**src/rtl/fdq_pkg.sv**
```systemverilog
package fdq_pkg;
    localparam int LVL_W = 5;

    typedef enum logic [2:0] {
        LV_IDLE,
        LV_RX_WAIT,
        LV_RX_DMA,
        LV_RX_FLAG,
        LV_TX_WAIT,
        LV_TX_DMA,
        LV_TX_FLAG
    } lv_state_e;

    typedef struct packed {
        logic             rx_dma_en;
        logic [LVL_W-1:0] af_lvl;
        logic             tx_dma_en;
        logic [LVL_W-1:0] ae_lvl;
    } buf_cfg_t;
endpackage

```
**src/rtl/fdq_cfg.sv**
```systemverilog
module fdq_cfg
    import fdq_pkg::*;
(
    input  logic        clk,
    input  logic        rst_n,
    input  logic        cfg_wr,
    input  logic [15:0] cfg_data,
    output buf_cfg_t    cfg_q
);
    // bits 14:13 and 6:5 carry no function
    logic unused_cfg_bits;
    assign unused_cfg_bits = ^{cfg_data[14:13], cfg_data[6:5]};

    always_ff @(posedge clk) begin
        if (!rst_n) begin
            cfg_q.rx_dma_en <= 1'b0;
            cfg_q.af_lvl    <= '1;
            cfg_q.tx_dma_en <= 1'b0;
            cfg_q.ae_lvl    <= '0;
        end else if (cfg_wr) begin
            cfg_q.rx_dma_en <= cfg_data[15];
            cfg_q.af_lvl    <= cfg_data[12:8];
            cfg_q.tx_dma_en <= cfg_data[7];
            cfg_q.ae_lvl    <= cfg_data[4:0];
        end
    end
endmodule

```
**src/rtl/fdq_store.sv**
```systemverilog
module fdq_store #(
    parameter int WIDTH = 16,
    parameter int DEPTH = 32,
    localparam int AW = $clog2(DEPTH),
    localparam int CW = AW + 1
) (
    input  logic             clk,
    input  logic             rst_n,
    input  logic             push,
    input  logic [WIDTH-1:0] push_data,
    input  logic             pop,
    output logic [WIDTH-1:0] pop_data,
    output logic             underrun,
    output logic [CW-1:0]    count_q
);
    logic [WIDTH-1:0] mem_q [DEPTH];
    logic [AW-1:0]    wr_ptr_q, rd_ptr_q;
    logic             push_ok, pop_ok;

    assign push_ok  = push && (count_q != CW'(DEPTH));
    assign pop_ok   = pop && (count_q != '0);
    assign pop_data = mem_q[rd_ptr_q];
    assign underrun = pop && (count_q == '0);

    always_ff @(posedge clk) begin
        if (!rst_n) begin
            for (int i = 0; i < DEPTH; i++) mem_q[i] <= '0;
            wr_ptr_q <= '0;
            rd_ptr_q <= '0;
            count_q  <= '0;
        end else begin
            if (push_ok) begin
                mem_q[wr_ptr_q] <= push_data;
                wr_ptr_q        <= wr_ptr_q + 1'b1;
            end
            if (pop_ok) rd_ptr_q <= rd_ptr_q + 1'b1;
            unique case ({push_ok, pop_ok})
                2'b10:   count_q <= count_q + 1'b1;
                2'b01:   count_q <= count_q - 1'b1;
                default: count_q <= count_q;
            endcase
        end
    end

    a_r2_count_bound: assert property (@(posedge clk) disable iff (!rst_n)
        count_q <= CW'(DEPTH));

    a_r9_full_push_dropped: assert property (@(posedge clk) disable iff (!rst_n)
        (push && !pop && count_q == CW'(DEPTH)) |=> (count_q == CW'(DEPTH) && $stable(wr_ptr_q)));

    a_r10_empty_pop_hold: assert property (@(posedge clk) disable iff (!rst_n)
        (pop && !push && count_q == '0) |=> (count_q == '0 && $stable(rd_ptr_q)));
endmodule

```
**src/rtl/fdq_level_fsm.sv**
```systemverilog
module fdq_level_fsm
    import fdq_pkg::*;
#(
    parameter int CW = 6
) (
    input  logic          clk,
    input  logic          rst_n,
    input  logic [CW-1:0] count_i,
    input  buf_cfg_t      cfg_i,
    input  logic          dir_rx,
    input  logic          xfer_active,
    output logic          rx_dreq,
    output logic          tx_dreq,
    output logic          lvl_full_flag,
    output logic          lvl_empty_flag
);
    lv_state_e st_q, st_d;
    logic      idle_c, af_hit, ae_hit;

    assign idle_c = !xfer_active && (count_i == '0);
    assign af_hit = count_i > CW'(cfg_i.af_lvl);
    assign ae_hit = count_i < CW'(cfg_i.ae_lvl);

    always_comb begin
        if (idle_c)
            st_d = LV_IDLE;
        else if (dir_rx)
            st_d = !af_hit ? LV_RX_WAIT : (cfg_i.rx_dma_en ? LV_RX_DMA : LV_RX_FLAG);
        else
            st_d = !ae_hit ? LV_TX_WAIT : (cfg_i.tx_dma_en ? LV_TX_DMA : LV_TX_FLAG);
    end

    always_ff @(posedge clk) begin
        if (!rst_n) st_q <= LV_IDLE;
        else        st_q <= st_d;
    end

    always_comb begin
        rx_dreq        = 1'b0;
        tx_dreq        = 1'b0;
        lvl_full_flag  = 1'b0;
        lvl_empty_flag = 1'b0;
        unique case (st_q)
            LV_RX_DMA:  rx_dreq        = 1'b1;
            LV_RX_FLAG: lvl_full_flag  = 1'b1;
            LV_TX_DMA:  tx_dreq        = 1'b1;
            LV_TX_FLAG: lvl_empty_flag = 1'b1;
            default: ;
        endcase
    end

    a_r11_one_service: assert property (@(posedge clk) disable iff (!rst_n)
        $onehot0({rx_dreq, tx_dreq, lvl_full_flag, lvl_empty_flag}));

    a_r8_idle_quiet: assert property (@(posedge clk) disable iff (!rst_n)
        (!xfer_active && count_i == '0) |=> !(rx_dreq || tx_dreq || lvl_full_flag || lvl_empty_flag));

    a_r4_rx_request: assert property (@(posedge clk) disable iff (!rst_n)
        (dir_rx && xfer_active && count_i > CW'(cfg_i.af_lvl) && cfg_i.rx_dma_en) |=> (rx_dreq && !lvl_full_flag));

    a_r6_tx_request: assert property (@(posedge clk) disable iff (!rst_n)
        (!dir_rx && xfer_active && count_i < CW'(cfg_i.ae_lvl) && cfg_i.tx_dma_en) |=> (tx_dreq && !lvl_empty_flag));
endmodule

```
**src/rtl/fifo_level_dreq.sv**
```systemverilog
module fifo_level_dreq
    import fdq_pkg::*;
#(
    parameter int WIDTH = 16,
    parameter int DEPTH = 32,
    localparam int CW = $clog2(DEPTH) + 1
) (
    input  logic             clk,
    input  logic             rst_n,
    input  logic             cfg_wr,
    input  logic [15:0]      cfg_data,
    input  logic             dir_rx,
    input  logic             xfer_active,
    input  logic             push,
    input  logic [WIDTH-1:0] push_data,
    input  logic             pop,
    output logic [WIDTH-1:0] pop_data,
    output logic             underrun,
    output logic             rx_dreq,
    output logic             tx_dreq,
    output logic             lvl_full_flag,
    output logic             lvl_empty_flag,
    output logic [CW-1:0]    fill_count
);
    buf_cfg_t cfg_q;

    fdq_cfg u_cfg (
        .clk      (clk),
        .rst_n    (rst_n),
        .cfg_wr   (cfg_wr),
        .cfg_data (cfg_data),
        .cfg_q    (cfg_q)
    );

    fdq_store #(.WIDTH(WIDTH), .DEPTH(DEPTH)) u_store (
        .clk       (clk),
        .rst_n     (rst_n),
        .push      (push),
        .push_data (push_data),
        .pop       (pop),
        .pop_data  (pop_data),
        .underrun  (underrun),
        .count_q   (fill_count)
    );

    fdq_level_fsm #(.CW(CW)) u_fsm (
        .clk            (clk),
        .rst_n          (rst_n),
        .count_i        (fill_count),
        .cfg_i          (cfg_q),
        .dir_rx         (dir_rx),
        .xfer_active    (xfer_active),
        .rx_dreq        (rx_dreq),
        .tx_dreq        (tx_dreq),
        .lvl_full_flag  (lvl_full_flag),
        .lvl_empty_flag (lvl_empty_flag)
    );
endmodule

```
**config.mk**
```make
export PLATFORM = sky130hd
export DESIGN_NAME = fifo_level_dreq
export DESIGN_NICKNAME = d
export VERILOG_FILES = /design/src/rtl/fdq_pkg.sv /design/src/rtl/fdq_cfg.sv /design/src/rtl/fdq_store.sv /design/src/rtl/fdq_level_fsm.sv /design/src/rtl/fifo_level_dreq.sv
export SDC_FILE = /design/constraint.sdc
export NUM_CORES = 1
export LEC_CHECK = 0
export ABC_CLOCK_PERIOD_IN_PS = 3020
export BUFFER_PORTS_ARGS = -buffer_cell sky130_fd_sc_hd__buf_4
export CAP_MARGIN = 20
export CORE_ASPECT_RATIO = 0.8
export CORE_MARGIN = 2
export CORE_UTILIZATION = 42
export CTS_CLUSTER_SIZE = 16
export DETAILED_ROUTE_END_ITERATION = 8
export PLACE_DENSITY_LB_ADDON = 0.12
export SLEW_MARGIN = 0
export SYNTH_ARGS = -nofsm -noshare
export SYNTH_HDL_FRONTEND = slang
export SYNTH_SLANG_ARGS = --single-unit
```
**constraint.sdc**
```tcl
create_clock -name clk -period 3.02 [get_ports clk]
set_input_delay 0.453 -clock clk [delete_from_list [all_inputs] [get_ports clk]]
set_output_delay 0.453 -clock clk [all_outputs]
set_load 0.005 [all_outputs]
```
==> flow_metrics.py <==
metrics = {
    "status": {
        "outcome": "finished, violations left",
        "violations": "negative setup slack",
    },
    "yosys": {
        "syn_area_um2": 25300,
        "yosysTopAreaCell": "edfxtp_1",
        "async_flop_share_pct": 0,
        "yosys_register_bits": 548,
        "synth_top_area_share_pct": 60.8,
        "ys_dominant_reg_cell": "edfxtp_1",
        "synthTopCellsByCount": "and2_1 (521), edfxtp_1 (512), mux4_2 (160)",
        "ys_types": 57,
        "syn_nets": 1689,
        "synth_most_common_cell": "and2_1",
        "yosysWarnings": 0,
        "ys_top_cells_by_area": "edfxtp_1 (61%), mux4_2 (14%), and2_1 (13%)",
        "synth_edf_count": 512,
        "syn_avg_cell_area_um2": 15.5,
        "yosysSeqAreaShare_pct": 63.7,
        "syn_inst": 1634,
    },
    "clocking": {
        "cts_sinks": 548,
        "cts-htree-levels": 2,
        "numCtsBuffers": 57,
        "root_buffer": "clkbuf_16",
        "clockBufferDepth": 3,
        "tritoncts": "done",
        "clkLatencyLatePin_ps": 630,
        "clk_pin_slew_ps": 60,
        "ctsHoldBuffers": 0,
    },
    "worst_setup_path": {
        "critPathKind": "register to output port",
        "max_stage_delay_ps": 560,
        "r2r_cells": 11,
        "path_cells": "buf_12 > buf_6 > mux4_2 > mux4_2 > mux2_2 > buf_4",
        "r2r-start": "u_store.count_q[5]",
        "worst_path_most_repeated_cell": "mux4_2",
        "endpoint_kind": "output port",
        "worst_path_max_delay_cell": "mux4_2",
        "critPathLaunchType": "register",
        "critPathArrivalTime_ps": 2920,
        "cp.required_ps": 2570,
        "cp_max_fo": 13,
    },
    "floorplan": {
        "fp.dieArea_um2": 62200,
        "floorplan.initialDensity_pct": 42.5,
        "io_pins": 66,
        "core_area_um2": 59600,
        "fp.dieH_um": 223,
        "row_count": 80,
        "chipWidth_um": 278,
    },
    "global_routing": {
        "use_met3_pct": 5.87,
        "met1_usage_pct": 33.3,
        "grtUsageMet2_pct": 32.3,
        "grt-ovfl-total": 0,
        "busiest_layer": "met1",
        "grt_first_pass_wirelength_um": 99000,
        "grt_max_degree": 49,
        "track_usage_pct": 22.4,
        "antenna_found_initial": 8,
        "grt_pass1_vias": 14200,
    },
    "final_layout": {
        "drive_gt1_share_pct": 26.1,
        "nFillCells": 4993,
        "finalNetCount": 1789,
        "postLayoutCoreUtil_pct": 49.0,
        "multiInputGateArea_um2": 8590,
        "synthToLayoutAreaGrowth_pct": 15.5,
        "regArea_um2": 16100,
    },
    "placed_design": {
        "dp_hpwl_um": 42000,
        "gp_congestion": 0.788,
        "io_buffer_count": 61,
        "dpl_worst_slack_ps": 157,
    },
    "power": {
        "max-vdd-ir-drop_v": 0.000470,
        "powerDensity_nw_per_um2": 679,
        "p_leak_nw": 10.6,
        "switchingPower_w": 0.00518,
        "p_total_w": 0.0198,
        "p_int_w": 0.0146,
        "clkPwrFrac_pct": 35.1,
        "seq_power_share_pct": 44.4,
        "swShare_pct": 26.2,
        "pwr-share-comb_pct": 20.5,
    },
    "timing": {
        "final_max_slew_viol_count": 0,
        "fin_crit_ps": 3370,
        "maxSlewHeadroom_pct": 27.6,
        "finalWorstSetupSlack_ps": -349,
        "finalSetupViolCount": 16,
        "worstMarginPinSlew_ps": 1080,
        "rsz0062_at_grt": "true",
        "period_share_pct": 112,
        "fin_skew_ps": 28.6,
        "max_freq_mhz": 297,
        "hold_viol_final": 0,
    },
    "drt": {
        "drtAntennaViolNets": 0,
        "detail_route.wl_per_cell_um": 26.9,
        "vias": 14100,
        "drt-initial-drc-count": 1550,
        "dr.pass1.iters": 5,
        "remaining_drc_errors": 0,
        "routed_wl_um": 69000,
        "avgViaCountPerCell": 5.49,
    },
    "worst_hold_path": {
        "hold_depth": 3,
        "min_path_type": "input pin to register",
        "hold_start": "cfg_data[12]",
    },
    "flow_run": {
        "drv_cap": 0,
    },
}
[worst max-delay path: cells and delay by family (launching register included)]
kind | cells | cell delay, ps
flops | 1 | 370
mux | 3 | 1390
buf+inv | 3 | 530
[path summary, 6_finish.rpt]
check,to,slack [ps]
max reg2reg,u_store.count_q[4],310
min reg2reg,u_cfg.cfg_q[7],500
min,u_cfg.cfg_q[10],70
max,pop_data[0],-350
[through the flow]
step / cells / area (um2) / TNS [ps] / hold WS [ps]
final: 2563 / 29200 / -5170 / 66.4
after global routing: 2560 / 29200 / -6300 / 55.1
after CTS: 2552 / 29100 / -5870 / 34.1
after detailed placement: 2438 / 27100 / 0 / 496
after global placement: 2436 / 27100 / 0 / 488
after floorplan: 1634 / 25300 / 0 / 446
[sequential cells by signal, summed over array words and instances, names as in the netlist, named ones only]
signal,flops
u_store.count_q,6
u_cfg.cfg_q,12
u_store.rd_ptr_q,5
u_fsm.st_q,3
u_store.wr_ptr_q,5
u_store.mem_q,512
[cell usage in the layout, fill, tap and decap left out, types with 4 or more instances in the layout]
cell	instances
and2_1	521
mux2_4	12
dfxtp_1	32
mux2_2	4
nand4_1	7
nor2_1	46
bufinv_16	4
clkbuf_16	60
nand3_1	11
edfxtp_1	512
buf_12	10
o21ai_0	6
o21ai_1	25
mux2i_1	10
buf_6	13
o21ai_2	8
xnor2_1	7
clkinv_1	11
o211ai_1	5
clkbuf_1	14
nand2_1	17
a21oi_1	5
buf_4	160
mux4_2	160
inv_1	13
clkinv_2	14
nor2b_1	12
ha_1	16
a21o_1	5
[final cells by class]
| type | instances | area share, % |
|---|---|---|
| flip-flops and latches | 548 | 55.2 |
| multi-input cells | 926 | 29.4 |
| repair buffers | 187 | 5.67 |
| clock buffers | 76 | 5.38 |
| well taps | 779 | 3.34 |
| clock inverters | 30 | 0.836 |
| inverters | 14 | 0.180 |
| diodes | 3 | 0.0257 |
[cells by family after synthesis]
logic type	synth area share (%)
and+or+nand+nor	15.3
buffers and inverters	2.66
DFF	63.7
xor gates and xnor gates	0.346
adders and majority gates	0.792
muxes	15.4
AOI/OAI and AO/OA	1.87
[per-layer routing]
metal  up-vias  share of wire, %
li1       6218                 -
met2       494                43
met4         0               2.2
met5         -                 0
met1      7283                46
met3        82               8.6
[power by group through the flow]
stage                     sequential, W  clock [W]  combinational (W)
after floorplan                 0.00890          0            0.00232
after global placement          0.00895          0            0.00386
after detailed placement        0.00896          0            0.00388
after CTS                       0.00880    0.00710            0.00403
after global routing            0.00883    0.00740            0.00430
final                           0.00880    0.00696            0.00406
[repair_timing]
action,in CTS,in global routing
cloned,0,1
buffers inserted,8,2
setup endpoints to repair,16,17
hold endpoints to repair,0,0
gates resized for setup,21,8
No activity file was read; power rests on OpenSTA's default activity.
